## src/rtl/hclk_pkg.sv

```systemverilog
package hclk_pkg;
  localparam int PH_W   = 6;
  localparam int DRV_W  = 3;
  localparam int MODE_W = 3;
  localparam int DATA_W = 16;
  localparam int ADDR_W = 3;
  localparam int N_PROG = 4;   // H1, H2, H3, RG waveform generators
  localparam int N_DRV  = 5;   // H1..H4, RG

  localparam int IDX_H1 = 0;
  localparam int IDX_H2 = 1;
  localparam int IDX_H3 = 2;
  localparam int IDX_RG = 3;

  localparam logic [MODE_W-1:0] CPL_SINGLE = 3'b001;
  localparam logic [MODE_W-1:0] CPL_PAIR   = 3'b010;
  localparam logic [MODE_W-1:0] CPL_SPLIT  = 3'b100;

  localparam int A_CPL  = 0;
  localparam int A_WAVE = 1;   // first of N_PROG waveform registers
  localparam int A_SAMP = 5;
  localparam int A_DRV  = 6;

  typedef struct packed {
    logic            inv;
    logic [PH_W-1:0] fall;
    logic [PH_W-1:0] rise;
  } wave_cfg_t;

  typedef struct packed {
    logic [PH_W-1:0] dat;
    logic [PH_W-1:0] ref_s;
  } samp_cfg_t;
endpackage

```

## src/rtl/hclk_regs.sv

```systemverilog
module hclk_regs
  import hclk_pkg::*;
(
  input  logic                    clk,
  input  logic                    rst,
  input  logic                    wr_en,
  input  logic [ADDR_W-1:0]       wr_addr,
  input  logic [DATA_W-1:0]       wr_data,
  input  logic                    load,
  output wave_cfg_t               act_wave [N_PROG],
  output samp_cfg_t               act_samp,
  output logic [N_DRV*DRV_W-1:0]  act_drv,
  output logic [MODE_W-1:0]       act_cpl
);
  localparam int WW = $bits(wave_cfg_t);
  localparam int SW = $bits(samp_cfg_t);
  localparam int DW = N_DRV * DRV_W;

  wave_cfg_t              stg_wave [N_PROG];
  samp_cfg_t              stg_samp;
  logic [DW-1:0]          stg_drv;
  logic [MODE_W-1:0]      stg_cpl;

  for (genvar g = 0; g < N_PROG; g++) begin : g_wave
    always_ff @(posedge clk) begin
      if (rst) begin
        stg_wave[g] <= '0;
        act_wave[g] <= '0;
      end else begin
        if (wr_en && wr_addr == ADDR_W'(A_WAVE + g))
          stg_wave[g] <= wr_data[WW-1:0];
        if (load)
          act_wave[g] <= stg_wave[g];
      end
    end
  end

  always_ff @(posedge clk) begin
    if (rst) begin
      stg_samp <= '0;
      stg_drv  <= '0;
      stg_cpl  <= CPL_SINGLE;
      act_samp <= '0;
      act_drv  <= '0;
      act_cpl  <= CPL_SINGLE;
    end else begin
      if (wr_en && wr_addr == ADDR_W'(A_SAMP)) stg_samp <= wr_data[SW-1:0];
      if (wr_en && wr_addr == ADDR_W'(A_DRV))  stg_drv  <= wr_data[DW-1:0];
      if (wr_en && wr_addr == ADDR_W'(A_CPL))  stg_cpl  <= wr_data[MODE_W-1:0];
      if (load) begin
        act_samp <= stg_samp;
        act_drv  <= stg_drv;
        act_cpl  <= stg_cpl;
      end
    end
  end
endmodule

```

## src/rtl/hclk_wave.sv

```systemverilog
module hclk_wave
  import hclk_pkg::*;
(
  input  logic            clk,
  input  logic            rst,
  input  logic [PH_W-1:0] ph,
  input  wave_cfg_t       cfg,
  output logic            level
);
  logic lvl_q, lvl_d;

  always_comb begin
    lvl_d = lvl_q;
    if (cfg.rise != cfg.fall) begin
      if (ph == cfg.rise)      lvl_d = 1'b1;
      else if (ph == cfg.fall) lvl_d = 1'b0;
    end
  end

  always_ff @(posedge clk) begin
    if (rst) lvl_q <= 1'b0;
    else     lvl_q <= lvl_d;
  end

  assign level = lvl_d ^ cfg.inv;
endmodule

```

## src/rtl/hclk_map.sv

```systemverilog
module hclk_map
  import hclk_pkg::*;
(
  input  logic [MODE_W-1:0] cpl,
  input  logic              w1,
  input  logic              w2,
  input  logic              w3,
  output logic [3:0]        h,
  output logic              err
);
  always_comb begin
    err = 1'b0;
    unique case (cpl)
      CPL_SINGLE: h = {~w1, w1, ~w1, w1};
      CPL_PAIR:   h = { w2, w1,  w2, w1};
      CPL_SPLIT:  h = {~w3, w3, ~w1, w1};
      default: begin
        h   = 4'b0000;
        err = 1'b1;
      end
    endcase
  end
endmodule

```

## src/rtl/hclk_gen.sv

```systemverilog
module hclk_gen
  import hclk_pkg::*;
#(
  parameter int NH = 4
) (
  input  logic              clk,
  input  logic              rst,
  input  logic              wr_en,
  input  logic [ADDR_W-1:0] wr_addr,
  input  logic [DATA_W-1:0] wr_data,
  output logic [PH_W-1:0]   phase,
  output logic [NH-1:0]     h_out,
  output logic              rg_out,
  output logic [NH-1:0]     h_en,
  output logic              rg_en,
  output logic              shp_strb,
  output logic              shd_strb,
  output logic              mode_err
);
  localparam logic [PH_W-1:0] PH_LAST = '1;

  logic [PH_W-1:0]         ph_q;
  logic                    load;
  wave_cfg_t               act_wave [N_PROG];
  samp_cfg_t               act_samp;
  logic [N_DRV*DRV_W-1:0]  act_drv;
  logic [MODE_W-1:0]       act_cpl;
  logic [N_PROG-1:0]       lvl;
  logic [3:0]              h_d;
  logic                    err_d;

  always_ff @(posedge clk) begin
    if (rst) ph_q <= '0;
    else     ph_q <= ph_q + 1'b1;
  end
  assign load  = (ph_q == PH_LAST);
  assign phase = ph_q;

  hclk_regs i_regs (
    .clk(clk), .rst(rst), .wr_en(wr_en), .wr_addr(wr_addr), .wr_data(wr_data),
    .load(load), .act_wave(act_wave), .act_samp(act_samp), .act_drv(act_drv),
    .act_cpl(act_cpl)
  );

  for (genvar g = 0; g < N_PROG; g++) begin : g_gen
    hclk_wave i_wave (
      .clk(clk), .rst(rst), .ph(ph_q), .cfg(act_wave[g]), .level(lvl[g])
    );
  end

  hclk_map i_map (
    .cpl(act_cpl), .w1(lvl[IDX_H1]), .w2(lvl[IDX_H2]), .w3(lvl[IDX_H3]),
    .h(h_d), .err(err_d)
  );

  for (genvar g = 0; g < NH; g++) begin : g_en
    always_ff @(posedge clk) begin
      if (rst) h_en[g] <= 1'b0;
      else     h_en[g] <= |act_drv[g*DRV_W +: DRV_W];
    end
  end

  always_ff @(posedge clk) begin
    if (rst) begin
      h_out    <= '0;
      rg_out   <= 1'b0;
      rg_en    <= 1'b0;
      shp_strb <= 1'b0;
      shd_strb <= 1'b0;
      mode_err <= 1'b0;
    end else begin
      h_out    <= h_d;
      rg_out   <= lvl[IDX_RG];
      rg_en    <= |act_drv[NH*DRV_W +: DRV_W];
      shp_strb <= (ph_q == act_samp.ref_s);
      shd_strb <= (ph_q == act_samp.dat);
      mode_err <= err_d;
    end
  end
endmodule

```

## config.mk

```make
export PLATFORM = sky130hd
export DESIGN_NAME = hclk_gen
export DESIGN_NICKNAME = d
export VERILOG_FILES = /design/src/rtl/hclk_pkg.sv /design/src/rtl/hclk_regs.sv /design/src/rtl/hclk_wave.sv /design/src/rtl/hclk_map.sv /design/src/rtl/hclk_gen.sv
export SDC_FILE = /design/constraint.sdc
export NUM_CORES = 1
export LEC_CHECK = 0
export BUFFER_PORTS_ARGS = -buffer_cell sky130_fd_sc_hd__buf_2
export CORE_UTILIZATION = 45
export CTS_CLUSTER_SIZE = 20
export DETAILED_ROUTE_END_ITERATION = 12
export SLEW_MARGIN = 20
export SYNTH_ARGS = -nofsm -noshare
export SYNTH_HDL_FRONTEND = slang
export SYNTH_SLANG_ARGS = --single-unit
export TNS_END_PERCENT = 20
```

## constraint.sdc

```tcl
create_clock -name clk -period 4.7 [get_ports clk]
set_clock_uncertainty 0.2 [all_clocks]
set_input_delay 0.235 -clock clk [delete_from_list [all_inputs] [get_ports clk]]
set_output_delay 0.235 -clock clk [all_outputs]
set_load 0.01 [all_outputs]
```

==> run_results.csv, run 1 <==
group,metric,value,unit
clock_tree,clkSlewWorstSetupHoldPaths,0.07,ns
global_routing,grt_max_degree,83,
yosys,synth_area_leaders,"dfxtp_1 (35%), edfxtp_1 (20%), nand2_1 (11%)",
route,finalWirelength,17.5,mm
sta,period_needed,2.73,ns
pwr,worst_ir_drop_vdd,305,uV
run,max-cap-violations,0,
global_routing,grt_pass1_wl,28.0,mm
critical_path,reg2reg_from,"phase[5]$_SDFF_PP0_",
route,wl_met2,8.14,mm
route,first_pass_iters,5,
clock_tree,cts_sinks,187,
yosys,yosysTopAreaCell,"dfxtp_1",
placement,portBuffers,39,
yosys,muxShareOfSynthArea,0.00970,
worst_hold_path,hold_path_end,"i_regs.stg_cpl[1]$_SDFFE_PP0P_",
critical_path,reg2reg_depth,4,
sta,fmax,367,MHz
placement,post_dp_cell_area,0.00807,mm2
pwr,power_density,382,mW/mm2
route,antenna_left,0,
clock_tree,cts_tree,"done",
final_layout,layout.nets,891,
route,drt_iter0_drc,370,
clock_tree,h-tree-depth,4,
floorplanning,fp.dieH,133,um
floorplanning,die_w,133,um
yosys,synthSimpleGateAreaFrac,0.214,
placement,place_inst,1054,
critical_path,critPathLaunchType,"flip-flop",
sta,finalSetupViolCount,0,
clock_tree,clock-root-buffer,"clkbuf_16",
route,top_layer,"met4",
pwr,p_clk_frac,0.451,
sta,rsz0062_at_grt,"false",
critical_path,path_max_fanout,32,
route,drc,0,
clock_tree,cts_buffers,17,
yosys,synth-adder-area-share,0.00162,
global_routing,antenna_found_initial,0,
yosys,ys_ff_latch,187,
floorplanning,die_area,0.0177,mm2
route,wl_per_cell,15.9,um
placement,hpwl,11.0,mm
yosys,yosys.cell_types.count,41,
yosys,synth_compound_area_frac,0.0904,
worst_hold_path,hold-path-cell-count,2,
yosys,syn_inst,836,
sta,relSlewSlack,0.333,
global_routing,grt_pass1_vias,5343,
global_routing,gr-total-overflow,0,
yosys,ys_warn_count,0,
clock_tree,post_cts_buffers,0,
critical_path,r2r_setup_slack,1.97,ns
pwr,p_seq_frac,0.502,
sta,period_share,0.580,
placement,gp_routability_congestion,0.797,
final_layout,multi_input_area,0.00328,mm2
floorplanning,core_area,0.0167,mm2
final_layout,fillers,1530,
yosys,ys_seq_area_frac,0.551,
yosys,synth_top_family_by_area,"simple AND/OR/NAND/NOR gates",
worst_hold_path,hp-class,"in -> reg",
yosys,syn-cell-area,0.00774,mm2
critical_path,path_class,"reg -> reg",
clock_tree,cts_max_path_buffers,2,
pwr,power,3.40,mW
pwr,p_sw_frac,0.217,
floorplanning,ioPinCount,41,
yosys,syn-num-nets,859,
final_layout,drive_gt1_frac,0.110,
yosys,synth_top_area_share,0.349,
final_layout,stdcell_count,1101,
clock_tree,clk_latency,0.43,ns
pwr,p_int,2.66,mW
route,vias_per_cell,5.18,
pwr,p_leak,3.37,nW
route,vias,5708,
critical_path,arrival,2.87,ns
critical_path,cp.required,4.85,ns
route,met1_length,8.19,mm
pwr,p_sw,0.736,mW
floorplanning,initial_core_util,0.463,
route,wl_met3,780,um
pwr,power_frac_comb,0.046,
floorplanning,rows,47,
final_layout,postLayoutCellArea,0.00889,mm2
worst_hold_path,hold_start,"rst",
sta,tightest_slew,1.00,ns
final_layout,area_growth,14.9,%
global_routing,grt_usage,0.207,
yosys,avgSynthCellArea,9.26,um2
yosys,synth-xor-area-share,0.103,
sta,finalHoldViolCount,0,
final_layout,n_antenna_cell,0,
critical_path,timing.rr.end,"i_regs.act_wave[9]$_SDFFE_PP0N_",
sta,report.final.slew_viol_count,0,
final_layout,regArea,0.00426,mm2
critical_path,cp-end-kind,"flip-flop",
sta,tns,0,ns
outcome,status,"finished, final reports clean",
-- per-stage QoR --
| step | utilization | hold slack (ns) | setup slack [ns] |
|---|---|---|---|
| finish | 0.532 | 0.0882 | 1.97 |
| global route | 0.532 | 0.110 | 1.77 |
| CTS | 0.531 | 0.0680 | 1.93 |
| detailed placement | 0.483 | 0.247 | 1.96 |
| global placement | 0.483 | 0.236 | 2.04 |
| floorplan | - | 0.163 | 2.66 |
-- layer usage --
layer	up-vias	global-route usage
met5	-	0
met4	0	0.0795
met3	32	0.0438
met2	141	0.335
met1	2729	0.272
li1	2806	-
-- flip-flops by register name, summed over array words and instances (netlist names), 6 cells and up --
name	count
i_regs.act_drv	15
i_regs.act_samp	12
i_regs.act_wave	52
i_regs.stg_drv	15
i_regs.stg_samp	12
i_regs.stg_wave	52
phase	6
-- cell type report --
cell class	instances	area share
clock buffers	22	0.0594
repair buffers	64	0.0476
flip-flops and latches	187	0.480
multi-input cells	597	0.369
clock inverters	10	0.0135
well taps	220	0.0310
inverters	1	0.000422
-- power by group through the flow --
stage               registers, mW  clock network [mW]  logic [mW]
floorplan                    1.74                   0      0.0832
global placement             1.74                   0       0.144
detailed placement           1.74                   0       0.147
CTS                          1.71                1.55       0.157
global route                 1.71                1.62       0.170
finish                       1.71                1.53       0.157
-- Yosys cell counts --
master     count
xor2_2         1
o21bai_2       1
nor4_2         2
nand4_1        7
xor2_1        47
o211ai_1       4
buf_2         13
nor4b_1        1
dfxtp_1      135
buf_4          3
a21o_1         1
edfxtp_1      52
a211oi_1       1
nor4_1         8
or2_2          1
nor2_1        32
o211a_1        1
o32ai_1        1
or2_1          1
inv_1          1
or3_1          1
a2bb2oi_1      1
mux2i_1        6
nor4_4         1
o21ai_0        5
xnor2_1       42
o31ai_1        1
a21oi_1      111
nand2_1      231
and3_1         4
mux2_4         1
nor2b_1        1
a2bb2oi_2      1
a31oi_1        2
and2_1        53
clkbuf_1      33
nand2b_1       6
nor3_1        12
nand3_1        8
ha_1           1
buf_6          2
-- critical path, cell delays in order (launching register included) --
cell	delay, ns
dfxtp_1	0.98
and3_2	0.78
buf_4	0.41
nand2_1	0.10
a21oi_1	0.15
-- how the worst max path moves through the flow --
stage	from	to	slack, ns	depth (start not counted)
3_3_place_gp	phase[5]$_SDFF_PP0_	i_regs.act_drv[8]$_SDFFE_PP0N_	2.04	4
4_1_cts	phase[5]$_SDFF_PP0_	i_regs.act_wave[9]$_SDFFE_PP0N_	1.93	4
6_report	phase[5]$_SDFF_PP0_	i_regs.act_wave[9]$_SDFFE_PP0N_	1.97	4
5_1_grt	phase[5]$_SDFF_PP0_	i_regs.act_wave[8]$_SDFFE_PP0N_	1.77	4
3_5_place_dp	phase[5]$_SDFF_PP0_	i_regs.act_samp[2]$_SDFFE_PP0N_	1.96	4
2_1_floorplan	wr_addr[2]	i_regs.stg_wave[0][0]$_SDFFCE_PN0P_	2.66	2
-- timing repair --
action	4_1_cts	5_1_grt
hold buffers	15	0
gates resized for setup	0	0
hold endpoints to repair	26	0
endpoints found under the setup margin	0	0
-- cell families (layout without fill, tap and decap cells) --
family / Yosys count / count (layout)
AND/OR/NAND/NOR: 369 / 369
flip-flops: 187 / 187
AO/OA/AOI/OAI: 130 / 130
XOR/XNOR: 90 / 90
buffers and inverters: 52 / 97
multiplexers: 7 / 7
adder cells (fa/ha/maj): 1 / 1
-- placed cells by master (no fill, tap or decap), types with 10 or more instances in the layout --
cell type	count
nor2_1	31
dlygate4sd3_1	15
edfxtp_1	52
dfxtp_1	135
nor3_1	10
nand2_1	231
clkbuf_16	20
xor2_1	47
and2_1	53
buf_4	11
buf_2	38
a21oi_1	111
xnor2_1	42
No activity file was read; power rests on OpenSTA's default activity.
==> inputs of run 2 (changes only) <==
--- a/config.mk
+++ b/config.mk
@@ -5,6 +5,7 @@
 export SDC_FILE = /design/constraint.sdc
 export NUM_CORES = 1
 export LEC_CHECK = 0
+export ABC_AREA = 1
 export BUFFER_PORTS_ARGS = -buffer_cell sky130_fd_sc_hd__buf_2
 export CORE_UTILIZATION = 45
 export CTS_CLUSTER_SIZE = 20
==> constraint.sdc (replaced) <==
create_clock -name clk -period 2.3 [get_ports clk]
set_clock_uncertainty 0.2 [all_clocks]
set_input_delay 0.115 -clock clk [delete_from_list [all_inputs] [get_ports clk]]
set_output_delay 0.115 -clock clk [all_outputs]
set_load 0.01 [all_outputs]
==> run 2 against run 1 <==
Power is 99% higher. Sequential share of layout area shrank 0.80 points. Worst hold slack worse by 0.067 ns. First-iteration DRC count grew 21%. Global-route usage is 2.0 points higher. Flip-flop and latch count stayed put. Die area increased by 0.44%.
==> run_results.csv, run 2 <==
group,metric,value,unit
final_layout,fin_util,0.541,
route,finalWirelength,19.1,mm
yosys,avgSynthCellArea,8.19,um2
sta,report.final.slew_viol_count,0,
placement,gp_routability_congestion,0.817,
yosys,yosys-top-cells-count,"nor2_1 (148), nand2_1 (140), dfxtp_1 (135)",
route,vias_per_cell,4.95,
floorplanning,initial_core_util,0.466,
worst_hold_path,hp-class,"in -> reg",
global_routing,grt_pass1_vias,5553,
clock_tree,clk_latency,0.42,ns
placement,hpwl,12.7,mm
critical_path,reg2reg_from,"phase[1]$_SDFF_PP0_",
sta,tightest_slew,0.556,ns
pwr,p_leak,3.85,nW
clock_tree,post_cts_buffers,0,
route,wl_per_cell,15.4,um
final_layout,top_regs,"i_regs.act_wave x52, i_regs.stg_wave x52",
route,antenna_left,0,
yosys,synth-edff-count,52,
worst_hold_path,hold_start,"wr_addr[0]",
placement,portBuffers,39,
critical_path,reg2reg_depth,14,
final_layout,area_growth,16.3,%
global_routing,grt_usage,0.227,
clock_tree,h-tree-depth,4,
yosys,syn-cell-area,0.00777,mm2
yosys,yosysTopAreaCell,"dfxtp_1",
sta,period_needed,2.21,ns
critical_path,slowest_delay,0.55,ns
sta,tns,0,ns
critical_path,cp_slowest_cell,"dlygate4sd3_1",
yosys,yosysMostFrequentCell,"nor2_1",
yosys,ys.flop_type,"dfxtp_1",
floorplanning,die_area,0.0178,mm2
route,first_pass_iters,5,
final_layout,final_common_cell,"nor2_1",
pwr,worst_ir_drop_vdd,547,uV
sta,fmax,453,MHz
sta,finalHoldViolCount,0,
worst_hold_path,hold-path-cell-count,5,
yosys,synth_area_leaders,"dfxtp_1 (35%), edfxtp_1 (20%), o21ai_0 (7.7%)",
clock_tree,cts_tree,"done",
run,max-cap-violations,0,
yosys,ys_warn_count,0,
global_routing,grt_pass1_wl,30.3,mm
floorplanning,core_area,0.0167,mm2
route,vias,6133,
clock_tree,cts_sinks,187,
clock_tree,clkSlewWorstSetupHoldPaths,0.07,ns
global_routing,grt_max_degree,46,
clock_tree,cts_buffers,17,
final_layout,final_cell_mix,"nor2_1 (147), nand2_1 (140), dfxtp_1 (135), o21ai_0 (117), a21oi_1 (101)",
critical_path,path_class,"in -> reg",
sta,period_share,0.960,
yosys,synth_top_area_share,0.348,
global_routing,gr-total-overflow,0,
clock_tree,clock-root-buffer,"clkbuf_16",
yosys,ys_seq_area_frac,0.548,
critical_path,cp-end-kind,"flip-flop",
sta,hold_slack,0.0213,ns
pwr,power_density,746,mW/mm2
critical_path,critPathLaunchType,"primary input",
yosys,syn-num-nets,972,
sta,finalSetupViolCount,0,
final_layout,fillers,1627,
outcome,status,"finished, final reports clean",
final_layout,layout.nets,1029,
final_layout,drive_gt1_frac,0.112,
floorplanning,ioPinCount,41,
global_routing,antenna_found_initial,0,
final_layout,n_antenna_cell,0,
yosys,yosys.cell_types.count,34,
sta,relSlewSlack,0.628,
route,drt_iter0_drc,449,
yosys,syn_inst,949,
critical_path,r2r_setup_slack,0.27,ns
yosys,async_flop_share,0,
critical_path,path_max_fanout,5,
critical_path,path_cells,"dlygate4sd3_1, buf_2, nor2_1, inv_1, nor2_4, nand2_1, dlygate4sd3_1, nand3_1, dlygate4sd3_1",
worst_hold_path,hold_path_end,"i_regs.stg_cpl[1]$_SDFFE_PP0P_",
critical_path,cp_common_cell,"dlygate4sd3_1",
yosys,ys_ff_latch,187,
floorplanning,die_w,133,um
floorplanning,fp.dieH,133,um
critical_path,arrival,2.38,ns
critical_path,cp.required,2.47,ns
sta,rsz0062_at_grt,"false",
critical_path,timing.rr.end,"h_out[3]$_SDFF_PP0_",
floorplanning,rows,47,
route,drc,0,
clock_tree,cts_max_path_buffers,2,
run 2: logic make-up (layout without fill, tap and decap cells):
logic type      count (synthesis)  count (layout)  share of synthesized area
xor+xnor                       33              33                     0.0372
simple gates                  345             345                      0.180
compound gates                233             233                      0.153
flops                         187             187                      0.548
buf+inv                       150             220                     0.0790
fa+ha+maj                       1               1                    0.00161
run 2: power breakdown:
group	leakage, nW	total, mW	switching (mW)	internal [mW]
Combinational	1.96	0.388	0.258	0.130
Sequential	1.59	3.50	0.0270	3.47
Clock	0.293	2.86	1.28	1.59
Total	3.85	6.75	1.56	5.18
run 2: worst max path at each step:
stage,startpoint,cells past startpoint,slack (ns),endpoint
after floorplan,wr_en,4,0.23,i_regs.stg_wave[2][0]$_SDFFCE_PN0P_
after global placement,phase[1]$_SDFF_PP0_,14,0.31,h_out[3]$_SDFF_PP0_
after detailed placement,phase[1]$_SDFF_PP0_,14,0.30,h_out[3]$_SDFF_PP0_
after CTS,wr_addr[1],9,0.01,i_regs.stg_cpl[0]$_SDFFE_PP1P_
after global routing,wr_addr[1],9,0.005,i_regs.stg_cpl[0]$_SDFFE_PP1P_
final,wr_addr[1],9,0.09,i_regs.stg_cpl[0]$_SDFFE_PP1P_
run 2: final cells by class:
class,instances,area [um2],share of cell area
clock buffers,22,507,0.0560
clock inverters,10,73.8,0.00816
inverters,102,385,0.0426
multi-input cells,612,2910,0.322
flip-flops and latches,187,4260,0.472
well taps,220,275,0.0304
repair buffers,86,623,0.0689
run 2: critical path: cells and delay by family:
| family | cells | cell delay (ns) |
|---|---|---|
| and+or+nand+nor | 4 | 0.39 |
| buffers and inverters | 5 | 1.87 |
run 2: metal layers:
metal / up-vias / track usage / routed length [um]
met5: - / 0 / 0
met4: 0 / 0.0606 / 195
met3: 17 / 0.0411 / 794
met2: 116 / 0.357 / 8670
met1: 2800 / 0.322 / 9420
li1: 3200 / - / -
run 2: stage by stage:
step	setup WS [ns]	instance area [um2]	instances	total power, mW
floorplan	0.226	7770	949	3.79
global placement	0.308	8250	1187	3.93
detailed placement	0.296	8250	1187	3.93
CTS	0.0104	9030	1239	6.79
global route	0.00527	9040	1239	6.98
finish	0.0911	9040	1239	6.75
run 2: repair_timing:
action / 4_1_cts / 5_1_grt
resized for setup: 0 / 2
endpoints found under the setup margin: 0 / 1
hold buffers: 20 / 0
endpoints found under the hold margin: 72 / 0
